<file path="src/rtl/pbe_pkg.sv">
// Shared constants and phase encoding for the parallel display bus engine.
// Assumes a fixed four-segment panel addressed by two cursor bits.
package pbe_pkg;
    localparam int SEG_BITS = 2;
    localparam int NSEG     = 1 << SEG_BITS;

    typedef enum logic [2:0] {
        PH_IDLE,
        PH_POLL_LO,
        PH_POLL_HI,
        PH_WR_LO,
        PH_WR_HI,
        PH_ACK
    } phase_e;
endpackage

</file>
<file path="src/rtl/pbe_cs_map.sv">
// Chip-select generator: decodes the addressed segment, or broadcasts to all
// segments, and applies the output polarity. Assumes seg is stable while enable is set.
module pbe_cs_map
    import pbe_pkg::*;
(
    input  logic [SEG_BITS-1:0] seg,
    input  logic                enable,
    input  logic                broadcast,
    input  logic                active_low,
    output logic [NSEG-1:0]     cs
);
    // One select line per segment, each with its polarity applied.
    for (genvar g = 0; g < NSEG; g++) begin : g_line
        logic hit;
        assign hit   = enable && (broadcast || (seg == SEG_BITS'(g)));
        assign cs[g] = hit ^ active_low;
    end
endmodule

</file>
<file path="src/rtl/pbe_phase_timer.sv">
// Down-counter that times strobe phases. Loading N makes expired true
// N cycles later, so a phase entered with load value N-1 lasts N cycles.
module pbe_phase_timer #(
    parameter int W = 4
) (
    input  logic         clk,
    input  logic         rst_n,
    input  logic         load,
    input  logic [W-1:0] load_val,
    output logic         expired
);
    logic [W-1:0] cnt;

    // Load on request, otherwise count down to zero and hold there.
    always_ff @(posedge clk) begin
        if (!rst_n)          cnt <= '0;
        else if (load)       cnt <= load_val;
        else if (cnt != '0)  cnt <= cnt - 1'b1;
    end

    assign expired = (cnt == '0);
endmodule

</file>
<file path="src/rtl/pbe_seg_guard.sv">
// Sticky record of segments that never reported ready. Answers whether a
// probed segment is dead. Assumes only reset may revive a segment.
module pbe_seg_guard
    import pbe_pkg::*;
(
    input  logic                clk,
    input  logic                rst_n,
    input  logic [SEG_BITS-1:0] probe_seg,
    output logic                probe_dead,
    input  logic                kill,
    input  logic [SEG_BITS-1:0] kill_seg,
    output logic [NSEG-1:0]     dead_mask
);
    // Accumulate timed-out segments; bits are never removed.
    always_ff @(posedge clk) begin
        if (!rst_n)    dead_mask <= '0;
        else if (kill) dead_mask <= dead_mask | (NSEG'(1) << kill_seg);
    end

    assign probe_dead = dead_mask[probe_seg];
endmodule

</file>
<file path="src/rtl/panel_bus_engine.sv">
// Sequencer for single byte writes to a four-segment parallel display.
// Flow: poll the status of the addressed segment until ready, then write.
// A bounded poll count retires a segment that never becomes ready.
// Assumes req_valid is only looked at while idle, and that E_HIGH_CYC and
// E_LOW_CYC are both at least 1.
module panel_bus_engine
    import pbe_pkg::*;
#(
    parameter int E_HIGH_CYC = 113,
    parameter int E_LOW_CYC  = 113,
    parameter int POLL_W     = 8
) (
    input  logic                clk,
    input  logic                rst_n,
    input  logic                req_valid,
    input  logic [7:0]          req_byte,
    input  logic                req_is_data,
    input  logic [SEG_BITS-1:0] req_col_hi,
    input  logic                cs_active_low,
    input  logic [7:0]          bus_in,
    output logic [7:0]          bus_out,
    output logic                bus_oe,
    output logic                pin_e,
    output logic                pin_rs,
    output logic                pin_rw,
    output logic [NSEG-1:0]     pin_cs,
    output logic                done,
    output logic [NSEG-1:0]     dead_mask
);
    localparam int TMAX = (E_HIGH_CYC > E_LOW_CYC) ? E_HIGH_CYC : E_LOW_CYC;
    localparam int TW   = $clog2(TMAX + 1);
    localparam logic [TW-1:0] LD_HIGH = TW'(E_HIGH_CYC - 1);
    localparam logic [TW-1:0] LD_LOW  = TW'(E_LOW_CYC - 1);

    phase_e              ph, ph_nx;
    logic [7:0]          byte_q;
    logic                data_q;
    logic [SEG_BITS-1:0] seg_q;
    logic [POLL_W-1:0]   poll_cnt;
    logic                tmr_load, tmr_done;
    logic [TW-1:0]       tmr_val;
    logic                kill, req_dead;
    logic                polling, writing;
    logic                unused_bits;

    assign unused_bits = ^bus_in[6:0];

    pbe_phase_timer #(.W(TW)) u_timer (
        .clk(clk), .rst_n(rst_n), .load(tmr_load),
        .load_val(tmr_val), .expired(tmr_done)
    );

    pbe_seg_guard u_guard (
        .clk(clk), .rst_n(rst_n), .probe_seg(req_col_hi),
        .probe_dead(req_dead), .kill(kill), .kill_seg(seg_q),
        .dead_mask(dead_mask)
    );

    // Next-phase selection and timer loads.
    always_comb begin
        ph_nx    = ph;
        tmr_load = 1'b0;
        tmr_val  = LD_LOW;
        kill     = 1'b0;
        unique case (ph)
            PH_IDLE: if (req_valid) begin
                if (req_dead) ph_nx = PH_ACK;
                else begin ph_nx = PH_POLL_LO; tmr_load = 1'b1; end
            end
            PH_POLL_LO: if (tmr_done) begin
                if (poll_cnt == '1) begin kill = 1'b1; ph_nx = PH_ACK; end
                else begin ph_nx = PH_POLL_HI; tmr_load = 1'b1; tmr_val = LD_HIGH; end
            end
            PH_POLL_HI: if (tmr_done) begin
                ph_nx    = bus_in[7] ? PH_POLL_LO : PH_WR_LO;
                tmr_load = 1'b1;
            end
            PH_WR_LO: if (tmr_done) begin
                ph_nx = PH_WR_HI; tmr_load = 1'b1; tmr_val = LD_HIGH;
            end
            PH_WR_HI: if (tmr_done) ph_nx = PH_ACK;
            PH_ACK:   ph_nx = PH_IDLE;
            default:  ph_nx = PH_IDLE;
        endcase
    end

    // Phase register, request capture and poll budget counter.
    always_ff @(posedge clk) begin
        if (!rst_n) begin
            ph       <= PH_IDLE;
            byte_q   <= '0;
            data_q   <= 1'b0;
            seg_q    <= '0;
            poll_cnt <= '0;
        end else begin
            ph <= ph_nx;
            if (ph == PH_IDLE && req_valid) begin
                byte_q   <= req_byte;
                data_q   <= req_is_data;
                seg_q    <= req_col_hi;
                poll_cnt <= '0;
            end else if (ph == PH_POLL_LO && tmr_done && poll_cnt != '1) begin
                poll_cnt <= poll_cnt + 1'b1;
            end
        end
    end

    assign polling = (ph == PH_POLL_LO) || (ph == PH_POLL_HI);
    assign writing = (ph == PH_WR_LO)   || (ph == PH_WR_HI);

    // Pin decode from the current phase.
    assign pin_e   = (ph == PH_POLL_HI) || (ph == PH_WR_HI);
    assign pin_rw  = polling;
    assign pin_rs  = writing && data_q;
    assign bus_oe  = !polling;
    assign bus_out = byte_q;
    assign done    = (ph == PH_ACK);

    pbe_cs_map u_cs (
        .seg(seg_q), .enable(polling || writing),
        .broadcast(writing && !data_q), .active_low(cs_active_low),
        .cs(pin_cs)
    );
endmodule

</file>
<file path="config.mk">
export PLATFORM = sky130hd
export DESIGN_NAME = panel_bus_engine
export DESIGN_NICKNAME = d
export VERILOG_FILES = /design/src/rtl/pbe_pkg.sv /design/src/rtl/pbe_cs_map.sv /design/src/rtl/pbe_phase_timer.sv /design/src/rtl/pbe_seg_guard.sv /design/src/rtl/panel_bus_engine.sv
export SDC_FILE = /design/constraint.sdc
export NUM_CORES = 1
export LEC_CHECK = 0
export BUFFER_PORTS_ARGS = -buffer_cell sky130_fd_sc_hd__buf_2
export CORE_UTILIZATION = 40
export DETAILED_ROUTE_END_ITERATION = 16
export GPL_TIMING_DRIVEN = 0
export HOLD_SLACK_MARGIN = 0.06
export PLACE_DENSITY = 0.6
export SLEW_MARGIN = 30
export SYNTH_ARGS = -nofsm -noshare
export SYNTH_HDL_FRONTEND = slang
export SYNTH_SLANG_ARGS = --single-unit
</file>
<file path="constraint.sdc">
create_clock -name clk -period 3.5 [get_ports clk]
set_input_delay 0.875 -clock clk [delete_from_list [all_inputs] [get_ports clk]]
set_output_delay 0.875 -clock clk [all_outputs]
set_load 0.05 [all_outputs]
</file>
After elaboration in Yosys (flattened, before gate mapping)
Index checks and enable logic that the tools add are counted.
{"block": "word_totals", "input_bits": 23, "register_bits": 33, "output_inout_bits": 21, "wordCells": 83}
{"block": "op_classes", "n_bitwise": 6, "eq_ne": 15, "shifts": 1, "order_cmp": 1, "n_reduce_logical": 28, "n_addsub": 2, "mux": 22}
{"operator": "3-bit 2-to-1 mux", "count": 7}
{"operator": "3-bit one-hot mux with 5 select lines", "count": 1}
{"operator": "7-bit 2-to-1 mux", "count": 2}
{"operator": "2-bit != test (second input constant)", "count": 5}
{"operator": "1-bit logical AND", "count": 9}
{"operator": "1-bit 2-to-1 mux", "count": 9}
{"operator": "8-bit by 1-bit adder with 8-bit output (second input constant)", "count": 1}
{"operator": "8-bit equality test (second input constant)", "count": 1}
{"operator": "1-bit logical OR", "count": 8}
{"operator": "8-bit != test (second input constant)", "count": 1}
{"operator": "7-bit zero test", "count": 1}
{"operator": "7-bit nonzero test", "count": 1}
{"operator": "7-bit by 1-bit subtractor with 7-bit output (second input constant)", "count": 1}
{"operator": "3-bit by 2-bit equality test with 1-bit output (second input constant)", "count": 2}
{"operator": "3-bit equality test (second input constant)", "count": 2}
{"operator": "2-bit OR reduction", "count": 3}
{"operator": "5-bit AND reduction", "count": 1}
{"operator": "2-bit equality test (second input constant)", "count": 2}
{"operator": "4-bit OR", "count": 1}
{"operator": "1-bit by 2-bit left shift with 4-bit output (first input constant)", "count": 1}
{"operator": "1-bit XOR", "count": 4}
{"operator": "3-bit by 1-bit equality test with 1-bit output (second input constant)", "count": 1}
{"operator": "3-bit zero test", "count": 1}
{"operator": "2-bit by 3-bit less-than comparator with 1-bit output (second input constant)", "count": 1}
{"operator": "8 further kinds", "count": 9}

Logic depth before layout (Yosys ltp)
{"block": "logic_depth", "word_depth": 6, "mapped_depth": 9, "mapped_depth_nobuf": 6}

By module
Synthesis repeated with hierarchy kept, for this count alone.
{"block": "unflattened", "cells_unflattened": 203, "area_unflattened_um2": 1793.0}
{"module": "panel_bus_engine", "instances": 1, "cells_per_inst": 133, "area_each_um2": 1133.6, "seq_area_each_um2": 440.4}
{"module": "pbe_phase_timer", "instances": 1, "cells_per_inst": 44, "area_each_um2": 411.6, "seq_area_each_um2": 140.1}
{"module": "pbe_seg_guard", "instances": 1, "cells_per_inst": 13, "area_each_um2": 162.7, "seq_area_each_um2": 80.1}
{"module": "pbe_cs_map", "instances": 1, "cells_per_inst": 13, "area_each_um2": 85.1, "seq_area_each_um2": 0.0}

Least setup slack after synthesis
No wires, ideal clock.
{"block": "synth_timing", "path_kind": "register to output", "from": "reg ph[1]", "to": "out pin_rs", "slack_ns": 0.514, "t_required_ns": 2.625, "arrival_time_ns": 2.111, "stages_incl_launch_ff": 4, "path_buffers": 1, "path_cell_list": "dfxtp_1 -> clkbuf_1 -> or3b_2 -> a21boi_0"}
{"block": "synth_between", "elab_chain_cells": 3, "word_cells_on_any_way": 4, "classes_between": "2 x eq/ne; 2 x reduce/logical"}
{"element": "start, declared", "line_no": "panel_bus_engine.sv:35", "rtl": "phase_e ph, ph_nx;"}
{"element": "start signal, assigned", "line_no": "panel_bus_engine.sv:96", "rtl": "ph <= ph_nx;"}
{"element": "3-bit by 2-bit equality test with 1-bit output or 3-bit equality test (tied branches)", "line_no": "panel_bus_engine.sv:109", "rtl": "assign writing = (ph == PH_WR_LO) || (ph == PH_WR_HI);"}
{"element": "1-bit logical OR (*)", "line_no": "panel_bus_engine.sv:109"}
{"element": "1-bit logical AND (*)", "line_no": "panel_bus_engine.sv:114", "rtl": "assign pin_rs = writing && data_q;"}
{"element": "end, declared", "line_no": "panel_bus_engine.sv:24", "rtl": "output logic pin_rs,"}
Every way passes the cells marked *; elsewhere a longest branch is shown, timed or not.

Final worst setup path
{"block": "layout_timing", "from": "reg ph[1]", "to": "out pin_cs[2]"}
{"block": "layout_between", "elab_chain_cells": 6, "word_cells_on_any_way": 11, "classes_between": "4 x eq/ne; 1 x bitwise; 6 x reduce/logical"}
{"element": "3-bit by 2-bit equality test with 1-bit output or 3-bit equality test (tied branches)", "line_no": "panel_bus_engine.sv:109"}
{"element": "1-bit logical OR", "line_no": "panel_bus_engine.sv:109"}
{"element": "1-bit logical AND", "line_no": "panel_bus_engine.sv:121", "rtl": ".broadcast(writing && !data_q), .active_low(cs_active_low),"}
{"element": "1-bit logical OR", "line_no": "pbe_cs_map.sv:15", "rtl": "assign hit = enable && (broadcast || (seg == SEG_BITS'(g)));"}
{"element": "1-bit logical AND (*)", "line_no": "pbe_cs_map.sv:15"}
{"element": "1-bit XOR (*)", "line_no": "pbe_cs_map.sv:16", "rtl": "assign cs[g] = hit ^ active_low;"}
{"element": "end, declared", "line_no": "panel_bus_engine.sv:26", "rtl": "output logic [NSEG-1:0] pin_cs,"}
Marks and branches as above.

==> results.txt <==
The highest net fanout along the worst path is 10. STA puts the critical path data required time at 2620 ps. The clock skew came out at 3.22 ps.

The number of antenna violations at the first check in global routing is 0. The total clock buffers created by CTS came out at 5. The count of distinct cell types in the synthesized netlist came out at 43. In this run, the clock network consumes 21.6% of the power. The top cell type's share of synthesized area came out at 39.2%. The clock passes through at most 2 buffers. In the routed design, unresolved DRC markers number 0. The netlist area before placement came out at 0.00168 sq mm.

Setup repair after global routing left no endpoint under its margin. Summing over every cut layer, the via total after detailed routing is 1629. The hold buffer count at CTS came out at 0. The deepest level of the CTS H-tree is 2. The fraction of the core area covered by cells at the end of the flow is 50.6%.

After clock tree synthesis, the clock-pin slew on the worst setup and hold paths is 70 ps. The switching power as a share of total power came out at 45.2%. The hold-critical path depth is 2.

The fraction of the yosys area taken by sequential cells came out at 39.2%. Setup violations remaining at the end of the flow were counted as 0. The area inside the core boundary is 0.00403 sq mm. The tightest hold path in the finished design has a slack of 456 ps. The average instance in the mapped netlist occupies 8.14 sq um. The number of setup buffers added after CTS is 0.

The number of instances in the synthesized netlist came out at 207. The net count of the finished layout is 274. Counting flops with a built-in enable in the synthesized netlist gives 0. The non-filler instance count after layout is 300.

The number of port buffers is 35. In the final routed layout, each cell accounts on average for 13.1 um. The count of final max-slew check failures is 0. The destination of the worst hold path is bus_out[1]$_SDFFE_PN0P_. The detailed router finished its first iteration with 95 violations.

The warning count from the yosys run came out at 0. Setup total negative slack on the finished layout was measured at 0 ps. The initial utilization of the core area, before any placement, comes to 41.8%. The antenna diode count came out at 0. The clock sink count came out at 33. Cells with a size suffix above 1 make up 19.2% of the layout. The vertical die dimension is 66.9 um. Of the total power, combinational logic draws 49.1%.

The post-cts sizing count came out at 0. STA classifies the critical path startpoint as a flip-flop. Measured against its own limit, the worst slew margin works out to 66.0%. The number of global-route vias before repair came out at 1509.

By count the netlist is led by sky130_fd_sc_hd__dfxtp_1, sky130_fd_sc_hd__nand2_1, sky130_fd_sc_hd__a21oi_1, sky130_fd_sc_hd__clkbuf_1. Sorting the synthesized cells by area gives the leading types as sky130_fd_sc_hd__dfxtp_1, sky130_fd_sc_hd__a21oi_1, sky130_fd_sc_hd__nand2_1. Cell internal power was estimated by the tool at 0.932 mW. The relative contribution of sequential cells to total power came out at 29.3%. The clock network latency to the later pin of the worst-skew pair came out at 280 ps. The net switching power is 0.769 mW.

After detailed routing, the total wire length is 3930 um. The maximum vdd drop came out at 0.401 mV. The total track usage is 20.1%. TritonCTS built the clock tree. The tightest min-delay check is of the flip-flop to flip-flop type. In this run the register-to-register setup slack is 1200 ps. The number of synthesized register bits came out at 33. The hold violation count in the final report is 0.

The detail route stage leaves a number of antenna-violating nets equal to 0. The net count after synthesis is 232. The placement row count came out at 23.

The endpoint kind of the worst setup timing path is an output pin. The cell sitting at the root of the clock tree is a sky130_fd_sc_hd__clkbuf_8. The max-cap check violation count came out at 0. The most used flip-flop cell after synthesis is sky130_fd_sc_hd__dfxtp_1.

Pin placement for this block handled 44 I/O pins. The placed wire-length estimate is 2860 um. Measured in cells, the most critical reg-to-reg path has a length of 9.

The routability-driven placement congestion ratio is 0.772. The signal on the critical path passes through clkbuf_1, or3b_2, a21o_1, o21ai_0, xor2_1, buf_2. The horizontal extent of the die came out at 66.9 um. The clock period could shrink to 3040 ps. In the finished design, the share of the clock period the worst path needs comes to 86.8%. The pin count of the biggest net entering global routing is 11. The delay of the slowest critical-path stage came out at 550 ps.

The share of flip-flops with an asynchronous set or reset is 0%. The full die area came out at 0.00447 sq mm. The first detailed-routing pass took 4 iterations. The wire length of the first global-routing pass came out at 6730 um. The flow ran to the end, and the final reports show no timing, DRC or antenna violations. Of all cell types, the one taking the most synthesized area is sky130_fd_sc_hd__dfxtp_1. Static timing analysis puts the maximum clock frequency at 0.329 GHz. The worst min-delay path startpoint is bus_out[1]$_SDFFE_PN0P_. The worst-margin pin slew is 506 ps. The cell total after placement came out at 292. The type of the worst setup path is flip-flop to output pin. The relative area change from synthesis to final layout came out at 21.0%. The arrival time of data at the critical path endpoint came out at 2160 ps. In this run the power density over the cells is 835 mW/mm^2. In this run the critical register-to-register path is captured at poll_cnt[7]$_SDFFE_PP0P_. The leakage power figure is 0.803 nW. Using the TritonRoute via totals, the vias-per-cell ratio works out to 5.43.

Among all cell types in the netlist, the one instantiated most often is sky130_fd_sc_hd__dfxtp_1. On the critical path, the stage with the largest delay is an instance of sky130_fd_sc_hd__or3b_2. The startpoint of the worst-slack reg-to-reg timing path is u_timer.cnt[0]$_SDFFE_PP0P_. The leftover overflow at the end of global routing came out at 0.
-- sequential cells by signal, indices dropped and copies added (netlist names) --
signal,count
bus_out,8
data_q,1
ph,3
poll_cnt,8
seg_q,2
u_guard.dead_mask,4
u_timer.cnt,7
-- routing by layer --
layer	part of all wire, %	wire length [um]	vias to the layer above	track usage (%)
met1	49	1940	750	26.7
met2	44	1740	43	30.3
met3	4.9	192	6	6.16
li1	-	-	830	-
met5	0	0	-	0
met4	1.4	57	0	6.91
-- cell type report --
class | count | area (sq um)
clock buffer | 7 | 86.3
tap | 50 | 62.6
sequential | 33 | 661
buffer | 12 | 56.3
fill | 423 | 1990
inverter | 8 | 30.0
timing repair buffer | 35 | 175
clock inverter | 1 | 30.0
multi-input combinational | 154 | 937
-- critical path: cells and delay by family (launching register included) --
family	cells	cell delay, ps
simple gates	1	550
flops	1	330
compound gates	2	320
xor+xnor	1	170
buf+inv	2	510
-- cell families (layout without fill, tap and decap cells) --
logic type / Yosys count / count (layout) / share of synthesized area (%)
xor gates and xnor gates: 9 / 9 / 4.68
muxes: 2 / 2 / 1.93
DFF: 33 / 33 / 39.2
and+or+nand+nor: 88 / 88 / 27.7
AOI/OAI and AO/OA: 53 / 53 / 19.8
adders and majority gates: 2 / 2 / 1.49
buffers and inverters: 20 / 63 / 5.13
-- power by group through the flow --
stage               logic [mW]  registers, mW  clock network, mW
floorplan                0.608          0.545                  0
global placement         0.837          0.503                  0
detailed placement       0.834          0.504                  0
CTS                      0.838          0.496              0.375
global route             0.919          0.507              0.394
finish                   0.836          0.498              0.368
-- cells in the final DEF (no fill, tap or decap), types with 3 or more instances in the layout --
master,netlist,final
sky130_fd_sc_hd__dfxtp_1,33,33
sky130_fd_sc_hd__inv_1,8,8
sky130_fd_sc_hd__nor2_1,8,8
sky130_fd_sc_hd__o21a_1,4,4
sky130_fd_sc_hd__nor4_1,4,4
sky130_fd_sc_hd__or4_1,6,6
sky130_fd_sc_hd__xor2_1,4,4
sky130_fd_sc_hd__o31ai_1,7,7
sky130_fd_sc_hd__clkbuf_8,0,6
sky130_fd_sc_hd__and3_1,4,4
sky130_fd_sc_hd__nor3_1,5,5
sky130_fd_sc_hd__o21ai_0,6,6
sky130_fd_sc_hd__xnor2_1,5,5
sky130_fd_sc_hd__clkbuf_1,10,11
sky130_fd_sc_hd__nor2b_1,3,3
sky130_fd_sc_hd__or3_1,7,7
sky130_fd_sc_hd__nand4_1,5,5
sky130_fd_sc_hd__nand2b_1,4,4
sky130_fd_sc_hd__buf_2,0,35
sky130_fd_sc_hd__a21oi_1,24,24
sky130_fd_sc_hd__nand2_1,30,30
sky130_fd_sc_hd__nand3_1,3,3
-- through the flow --
stage | setup WS, ps | instance area (sq um) | power (mW)
final | 461 | 2040 | 1.70
after global routing | 383 | 2040 | 1.82
after CTS | 466 | 2040 | 1.71
after detailed placement | 803 | 1920 | 1.34
after global placement | 766 | 1920 | 1.34
after floorplan | 514 | 1680 | 1.15
-- worst max path at each step --
stage	end	depth (start not counted)	from	slack, ps
2_1_floorplan	pin_rs	3	ph[1]$_SDFFE_PN0P_	510
6_report	pin_cs[2]	6	ph[1]$_SDFFE_PN0P_	460
3_5_place_dp	pin_cs[2]	6	ph[1]$_SDFFE_PN0P_	800
3_3_place_gp	pin_cs[2]	6	ph[1]$_SDFFE_PN0P_	770
4_1_cts	pin_cs[2]	6	ph[1]$_SDFFE_PN0P_	470
5_1_grt	pin_cs[3]	6	ph[1]$_SDFFE_PN0P_	380
(Power assumes the default switching activity.)
